$ cat config.mk
export PLATFORM = sky130hd
export DESIGN_NAME = pc_sequencer
export DESIGN_NICKNAME = d
export VERILOG_FILES = /design/src/rtl/pc_sequencer.sv
export SDC_FILE = /design/constraint.sdc
export NUM_CORES = 1
export LEC_CHECK = 0
export BUFFER_PORTS_ARGS = -buffer_cell sky130_fd_sc_hd__buf_4
export CORE_UTILIZATION = 47
export DETAILED_ROUTE_END_ITERATION = 10
export GPL_TIMING_DRIVEN = 0
export PLACE_DENSITY = 0.66
export SLEW_MARGIN = 20
export SYNTH_ARGS = -nofsm -noshare
export SYNTH_HDL_FRONTEND = slang
export SYNTH_SLANG_ARGS = --single-unit
export TNS_END_PERCENT = 100
$ cat constraint.sdc
create_clock -name clk -period 5.8 [get_ports clk]
set_clock_uncertainty 0.15 [all_clocks]
set_input_delay 0.58 -clock clk [delete_from_list [all_inputs] [get_ports clk]]
set_output_delay 0.58 -clock clk [all_outputs]
set_load 0.05 [all_outputs]
$ cat src/rtl/pc_sequencer.sv
module pc_sequencer #(
  parameter int AW        = 12,
  parameter int LEVELS    = 6,
  parameter int OFFW      = 8,
  parameter int RESET_VEC = 'hFFE
) (
  input  logic            clk,
  input  logic            rst_n,
  input  logic [2:0]      cmd,
  input  logic [AW-1:0]   target,
  input  logic [OFFW-1:0] offset,
  input  logic [AW-1:0]   vector,
  input  logic            flag_we,
  input  logic            carry_in,
  input  logic            zero_in,
  output logic [AW-1:0]   pc,
  output logic            carry,
  output logic            zero
);
  localparam int DW = $clog2(LEVELS + 1);
  localparam logic [DW-1:0] FULL = DW'(LEVELS);

  localparam logic [2:0] C_STEP = 3'd0, C_JUMP = 3'd1, C_BRA  = 3'd2, C_CALL = 3'd3,
                         C_RET  = 3'd4, C_RETI = 3'd5, C_IRQ  = 3'd6, C_NMI  = 3'd7;
  localparam logic [1:0] M_NORM = 2'd0, M_IRQ = 2'd1, M_NMI = 2'd2;

  logic [AW-1:0] stk   [LEVELS];
  logic [1:0]    mhist [LEVELS];
  logic [DW-1:0] depth, mdepth;
  logic [1:0]    mode;
  logic [2:0]    cf, zf;
  logic [AW-1:0] pc_next;

  wire [AW-1:0] pc_inc  = pc + AW'(1);
  wire [AW-1:0] off_ext = {{(AW-OFFW){offset[OFFW-1]}}, offset};
  wire entry  = (cmd == C_IRQ) || (cmd == C_NMI);
  wire push   = entry || (cmd == C_CALL);
  wire pop    = (cmd == C_RET) || (cmd == C_RETI);
  wire pop_ok = pop && (depth != '0);

  always_comb begin
    case (cmd)
      C_JUMP, C_CALL: pc_next = target;
      C_BRA:          pc_next = pc + off_ext;
      C_IRQ, C_NMI:   pc_next = vector;
      C_RET, C_RETI:  pc_next = pop_ok ? stk[0] : pc_inc;
      default:        pc_next = pc_inc;
    endcase
  end

  always_ff @(posedge clk) begin
    if (!rst_n) begin
      pc     <= AW'(RESET_VEC);
      depth  <= '0;
      mdepth <= '0;
      mode   <= M_NMI;
      cf     <= '0;
      zf     <= '0;
      for (int i = 0; i < LEVELS; i++) begin
        stk[i]   <= '0;
        mhist[i] <= M_NORM;
      end
    end else begin
      pc <= pc_next;

      if (push) begin
        stk[0] <= pc_inc;
        for (int i = 1; i < LEVELS; i++) stk[i] <= stk[i-1];
        if (depth != FULL) depth <= depth + DW'(1);
      end else if (pop_ok) begin
        for (int i = 0; i < LEVELS - 1; i++) stk[i] <= stk[i+1];
        stk[LEVELS-1] <= '0;
        depth <= depth - DW'(1);
      end

      if (entry) begin
        mhist[0] <= mode;
        for (int i = 1; i < LEVELS; i++) mhist[i] <= mhist[i-1];
        if (mdepth != FULL) mdepth <= mdepth + DW'(1);
        mode <= (cmd == C_IRQ) ? M_IRQ : M_NMI;
      end else if (cmd == C_RETI) begin
        if (mdepth != '0) begin
          mode <= mhist[0];
          for (int i = 0; i < LEVELS - 1; i++) mhist[i] <= mhist[i+1];
          mhist[LEVELS-1] <= M_NORM;
          mdepth <= mdepth - DW'(1);
        end else begin
          mode <= M_NORM;
        end
      end

      for (int k = 0; k < 3; k++) begin
        if (flag_we && mode == 2'(k)) begin
          cf[k] <= carry_in;
          zf[k] <= zero_in;
        end
      end
    end
  end

  assign carry = (mode == M_IRQ) ? cf[1] : (mode == M_NMI) ? cf[2] : cf[0];
  assign zero  = (mode == M_IRQ) ? zf[1] : (mode == M_NMI) ? zf[2] : zf[0];
endmodule

## Word level (Yosys, flattened, before mapping)

Memories as Yosys holds them, arrays and structs flattened.
Index checks and enable logic that the tools add are counted.

| storage, ports and cells | value |
|---|---|
| register bits after elaboration | 26 |
| memory bits (writable) | 84 |
| input bits | 40 |
| output and inout bits | 14 |
| logic and storage cells | 130 |
| memories kept | 2 |

Memories:

| name | depth | bits a word | rd ports | clocked after Yosys merged registers in | wr ports | RTL line | RTL |
|---|---|---|---|---|---|---|---|
| stk | 6 | 12 | 6 | 0 | 6 | 27 | `logic [AW-1:0] stk [LEVELS];` |
| mhist | 6 | 2 | 6 | 0 | 6 | 28 | `logic [1:0] mhist [LEVELS];` |

| operators by class | value |
|---|---|
| add/sub/neg operators | 6 |
| equality and inequality tests | 13 |
| multiplexer cells | 57 |
| bitwise logic cells | 24 |
| reductions and logical operators | 18 |

Operators by type and width:

| operator | number |
|---|---|
| 2-to-1 mux 12 bit | 13 |
| case mux 12 bit (4 select lines) | 1 |
| 2-to-1 mux 2 bit | 16 |
| bitwise OR 1 bit | 24 |
| 2-to-1 mux 3 bit | 7 |
| 2-to-1 mux 1 bit | 20 |
| adder 12 x 1 -> 12 bit, second input constant | 1 |
| adder 12 bit | 1 |
| == test 3 bit, second input constant | 4 |
| adder 3 x 1 -> 3 bit, second input constant | 2 |
| == test 3 x 2 -> 1 bit, second input constant | 2 |
| inequality test 3 bit, second input constant | 2 |
| nonzero test 2 bit | 3 |
| nonzero test 3 bit | 2 |
| OR reduction 2 bit | 3 |
| subtractor 3 x 1 -> 3 bit, second input constant | 2 |
| logical AND 1 bit | 4 |
| inequality test 2 x 1 -> 1 bit, second input constant | 2 |
| == test 3 x 1 -> 1 bit, second input constant | 1 |
| logical OR 1 bit | 3 |
| AND reduction 3 bit | 1 |
| == test 2 x 1 -> 1 bit, second input constant | 1 |
| == test 2 bit, second input constant | 1 |
| zero test 2 bit | 1 |
| AND reduction 2 bit | 1 |

## Depth between registers and ports, before layout

| depth | value |
|---|---|
| word-level depth | 8 |
| depth in mapped cells | 9 |
| depth with buffers taken out | 7 |

## Worst setup path after synthesis

No wires, ideal clock.

| path | value |
|---|---|
| kind | input-to-reg |
| from | input cmd[2] |
| to | memory stk[0][0], enable pin |
| library setup time | 0.816 ns |
| arrival | 2.629 ns |
| required time | 4.834 ns |
| path slack | 2.205 ns |
| stages on the path | 4 |
| path buffers | 2 |
| cells stage by stage | buf_2 -> o21ai_4 -> clkbuf_1 -> nand3_1 |

RTL lines:

| what | RTL line | RTL |
|---|---|---|
| start: declaration | 9 | `input logic [2:0] cmd,` |
| end: declaration | 27 |  |

## Final worst setup path

| path | value |
|---|---|
| from | register pc[0] |
| to | register pc[10] |

| on the way | value |
|---|---|
| word-level cells in the longest chain between the ends | 3 |
| elaborated cells on any way between the ends | 4 |
| classes of those cells | add/sub (2); mux (2) |

Ends and longest elaborated chain:

| what | RTL line | RTL |
|---|---|---|
| start: declaration | 16 | `output logic [AW-1:0] pc,` |
| start signal: assignment | 53 | `pc <= AW'(RESET_VEC);` |
| start signal: assignment | 64 | `pc <= pc_next;` |
| adder 12 x 1 -> 12 bit | 34 | `wire [AW-1:0] pc_inc = pc + AW'(1);` |
| 2-to-1 mux 12 bit | 46 | `C_RET, C_RETI: pc_next = pop_ok ? stk[0] : pc_inc;` |
| case mux 12 bit (4 select lines) (*) | 42 | `case (cmd)` |

Every way passes the cells marked *; elsewhere a longest branch is shown, timed or not.
A chain may end at the register's enable or synchronous reset.

==> results list <==
- Result of the run: complete, but fails checks
- Violated checks: design-rule violations
- Setup repair after global routing left no endpoint under its margin.
- A synthesized cell averages 11.2 um2.
* Overall die area: 12500 um2
* First-iteration detailed-routing DRC count: 285
* Max cap viols: 0
- DRC violations left: 2
- The max-slew violation count is 0.
- Compared with the post-synthesis result, the final layout area differs by 16.6%.
- Critical-path cell list: ha_1 > fa_1 > a211oi_1 > o21ai_0 > a221oi_2 > xnor2_1 > o221ai_1
- CTS tree: built
- Wires add up to 14000 um.
- For the worst-skew pair, the clock arrives at the later sink with an insertion delay of 0.36 ns.
- The number of antenna violations at the first check in global routing was 0.
- Combined buffer and inverter count along the critical path: 0
* Min-delay worst type: input pin to register
- Synthesis instantiated 52 different standard cells from the library.
- RR Startpoint: pc[0]$_SDFF_PN0_
* Clock Path Buffers: 2
* Sequential group share of total power: 0.469
- CTS buffer count: 9
* Number of iterations in the first detailed-routing pass: 8
* Worst vdd rail ir drop: 0.234 mV
- Hold buffer count at CTS: 0
- Number of instances on the worst hold path: 3
- Global-route wire length before repair: 22500 um
* Top Family by Delay on Critical Path: compound AO/OA/AOI/OAI gates
- Number of hold-slack violations in the final timing report: 0
- After floorplanning, the core was divided into 39 placement rows.
- Gates resized during post-CTS repair numbered 0.
- Dividing the detail-routed wire length by the instance count gives 19.5 um.
- The root buffer cell chosen for the clock tree is sky130_fd_sc_hd__clkbuf_16.
* Psw: 694 uW
- At the placement stage, the worst setup path has a slack of 2.94 ns.
- The synthesized netlist occupies a cell area of 5660 um2.
- For the pin with the worst max-slew slack, the measured transition is 0.698 ns.
- The repair_antennas step left the layout with diodes totalling 0.
* Fraction of layout instances using a drive strength above 1: 0.167
* Setup slack of the worst register-to-register path: 3.19 ns
- DIE WIDTH: 112 um
* Routed via count divided by cell count: 6.12
* Worst EP required: 5.87 ns
- In this run the worst path has a maximum fanout of 9.
* Endpoint type of the worst setup path: register
- Final-layout setup total negative slack: 0 ns
- In this run, synthesis inferred 84 flip-flops with an integrated enable.
- Of the synthesized area, sequential elements account for 0.537.
* Minimum clock period: 2.61 ns
* Dominant register cell in the synthesized netlist: sky130_fd_sc_hd__edfxtp_1
- WP data arrival: 2.68 ns
* Combinational power share: 0.218
- Of the total power, the clock network draws 0.314.
- Post-synthesis async set-or-reset flop share: 0
- Pleak: 0.00263 uW
* Initial cell density of the core: 0.490
- After the last flow step, the layout net total stands at 625.
- Critical register-to-register path endpoint: pc[10]$_SDFF_PN1_
- Via count of the first global-routing pass: 4262
- Synthesis produced a netlist whose cell count is 506.
- Minimum setup slack in the final design: 3.19 ns
* Post-Synthesis Net Count: 561
* Switching part of the total power: 0.310
- The HPWL after detailed placement is 9960 um.
- Last weighted congestion value of the routability-driven placer: 0.909
- Capture endpoint of the worst hold path: zf[2]$_SDFFE_PN0P_
- Total global-route track usage: 0.235
- Total I/O pin count: 54
- Post-CTS timing repair inserted 0 buffers for setup.
- # port buffers: 52
- Slowest cell on the critical path: sky130_fd_sc_hd__dfxtp_1
- From bottom edge to top edge, the die measures 112 um.
- Counting cells, the worst reg-to-reg path comes to 7.
- Total via count in the routed design: 4396
- Once detail routing completed, the nets flagged for antenna violations numbered 0.
- Worst setup path class: register to register
- Setup violations remaining at the end of the flow were counted as 0.
* Startpoint of the lowest-slack hold path: zero_in
- Overall overflow remaining after global route: 0
- Counting every sink on the clock net gives 110.
* Count of filler cells inserted in the layout: 969
- Of the available clock period, the critical path in the final layout requires 0.450.
- Power Density: 339 nW/um2
* H-tree levels: 3
- Entering global routing, the biggest net connects 38 pins.
- Int Pwr: 1540 uW
- Rel. slew slack: 0.533
- Synthesis inferred 110 register bits.
- Critical Path Source Type: register
- After floorplanning, the core was sized to cover 11600 um2.
* Number of warnings reported in the yosys synthesis log: 0
- Clock transition at the registers of the reported paths: 0.08 ns
* Max Clock Freq: 383 MHz
* Delay of the slowest cell on the worst path: 0.44 ns
metal layers:
metal,part of all wire,global-route usage,up-vias
li1,-,-,2081
met1,0.46,0.321,2137
met2,0.46,0.370,149
met3,0.056,0.0419,29
met4,0.024,0.0991,0
met5,0,0,-
final cells by class:
| cell class | instances | area (um2) | share of cell area |
|---|---|---|---|
| Sequential cell | 110 | 3040 | 0.461 |
| Multi-Input combinational cell | 353 | 2430 | 0.368 |
| Timing Repair Buffer | 53 | 410 | 0.0622 |
| Clock buffer | 9 | 225 | 0.0341 |
| Tap cell | 143 | 179 | 0.0271 |
| Buffer | 34 | 166 | 0.0252 |
| Clock inverter | 7 | 113 | 0.0171 |
| Inverter | 9 | 33.8 | 0.00512 |
sequential cells by signal, summed over array words and instances, names as in the netlist:
register / cells
cf: 3
depth: 3
mdepth: 3
mhist: 12
mode: 2
pc: 12
stk: 72
zf: 3
power by group through the flow:
stage                     logic, uW  registers (uW)  clock network (uW)
after floorplan                 308            1080                   0
after global placement          470            1070                   0
after detailed placement        484            1060                   0
after CTS                       487            1050                 710
after global routing            532            1060                 740
final                           487            1050                 702
cell families after synthesis:
logic type / synth area share
AOI/OAI and AO/OA: 0.218
xor gates and xnor gates: 0.0340
adders and majority gates: 0.0371
buffers and inverters: 0.0354
DFF: 0.537
muxes: 0.0124
and+or+nand+nor: 0.126
synthesized netlist by cell type, types with 2 or more instances:
| library cell | number | area, um2 |
|---|---|---|
| sky130_fd_sc_hd__a21o_1 | 6 | 45.0 |
| sky130_fd_sc_hd__nor3_1 | 12 | 60.1 |
| sky130_fd_sc_hd__mux2i_1 | 7 | 70.1 |
| sky130_fd_sc_hd__a21oi_1 | 20 | 100 |
| sky130_fd_sc_hd__nor2b_1 | 11 | 68.8 |
| sky130_fd_sc_hd__nand2b_1 | 5 | 31.3 |
| sky130_fd_sc_hd__edfxtp_1 | 84 | 2520 |
| sky130_fd_sc_hd__a22oi_1 | 9 | 67.6 |
| sky130_fd_sc_hd__nand4_1 | 2 | 12.5 |
| sky130_fd_sc_hd__a221o_1 | 3 | 30.0 |
| sky130_fd_sc_hd__or3_1 | 3 | 18.8 |
| sky130_fd_sc_hd__buf_6 | 2 | 22.5 |
| sky130_fd_sc_hd__ha_1 | 12 | 150 |
| sky130_fd_sc_hd__or3b_2 | 2 | 17.5 |
| sky130_fd_sc_hd__inv_1 | 9 | 33.8 |
| sky130_fd_sc_hd__a31oi_1 | 3 | 18.8 |
| sky130_fd_sc_hd__and3_1 | 13 | 81.3 |
| sky130_fd_sc_hd__o221ai_1 | 2 | 17.5 |
| sky130_fd_sc_hd__buf_2 | 16 | 80.1 |
| sky130_fd_sc_hd__o21ai_0 | 29 | 145 |
| sky130_fd_sc_hd__xnor2_1 | 9 | 78.8 |
| sky130_fd_sc_hd__xor2_1 | 13 | 114 |
| sky130_fd_sc_hd__nand3_1 | 14 | 70.1 |
| sky130_fd_sc_hd__a221oi_1 | 3 | 26.3 |
| sky130_fd_sc_hd__and2_1 | 10 | 62.6 |
| sky130_fd_sc_hd__clkbuf_1 | 15 | 56.3 |
| sky130_fd_sc_hd__o22ai_1 | 12 | 75.1 |
| sky130_fd_sc_hd__fa_1 | 3 | 60.1 |
| sky130_fd_sc_hd__a211oi_1 | 9 | 67.6 |
| sky130_fd_sc_hd__a22o_1 | 53 | 464 |
| sky130_fd_sc_hd__a21boi_0 | 2 | 15.0 |
| sky130_fd_sc_hd__nand3b_1 | 2 | 15.0 |
| sky130_fd_sc_hd__dfxtp_1 | 26 | 521 |
| sky130_fd_sc_hd__o211ai_1 | 6 | 45.0 |
| sky130_fd_sc_hd__nor2_1 | 34 | 128 |
| sky130_fd_sc_hd__nand2_1 | 29 | 109 |
cells in the final DEF, fill, tap and decap left out, drive strengths merged, types with 6 or more instances in the layout:
| cell | netlist | final |
|---|---|---|
| a211oi | 9 | 9 |
| a21o | 6 | 6 |
| a21oi | 20 | 20 |
| a22o | 53 | 53 |
| a22oi | 9 | 9 |
| and2 | 10 | 10 |
| and3 | 13 | 13 |
| buf | 19 | 72 |
| clkbuf | 15 | 24 |
| dfxtp | 26 | 26 |
| edfxtp | 84 | 84 |
| ha | 12 | 12 |
| inv | 9 | 12 |
| mux2i | 7 | 7 |
| nand2 | 29 | 29 |
| nand3 | 14 | 14 |
| nor2 | 34 | 34 |
| nor2b | 11 | 11 |
| nor3 | 13 | 13 |
| o211ai | 6 | 6 |
| o21ai | 30 | 30 |
| o22ai | 12 | 12 |
| xnor2 | 9 | 9 |
| xor2 | 13 | 13 |
worst max-delay path by stage:
stage	from	to	slack, ns	cells past startpoint
after floorplan	cmd[2]	stk[0][0]$_SDFFCE_PN0P_	2.20	4
after global placement	rst_n	stk[4][9]$_SDFFCE_PN0P_	1.07	4
after detailed placement	cmd[2]	depth[2]$_SDFFE_PN0P_	2.94	9
after CTS	pc[0]$_SDFF_PN0_	pc[10]$_SDFF_PN1_	3.18	7
after global routing	pc[0]$_SDFF_PN0_	pc[10]$_SDFF_PN1_	2.98	7
final	pc[0]$_SDFF_PN0_	pc[10]$_SDFF_PN1_	3.19	7
metrics by stage:
| stage | utilization | std cells | area [um2] | total power [uW] | hold WS [ns] |
|---|---|---|---|---|---|
| detailed placement | 0.542 | 702 | 6260 | 1550 | 0.358 |
| floorplan | - | 506 | 5660 | 1390 | 0.306 |
| global route | 0.571 | 718 | 6600 | 2330 | 0.375 |
| CTS | 0.571 | 718 | 6600 | 2250 | 0.335 |
| global placement | 0.539 | 701 | 6230 | 1540 | 0.354 |
| finish | 0.571 | 718 | 6600 | 2240 | 0.342 |
worst min-delay path, stage by stage:
cell,delay [ns]
sky130_fd_sc_hd__buf_4,0.09
sky130_fd_sc_hd__mux2i_1,0.06
sky130_fd_sc_hd__nor2b_1,0.09
(Power assumes the default switching activity.)
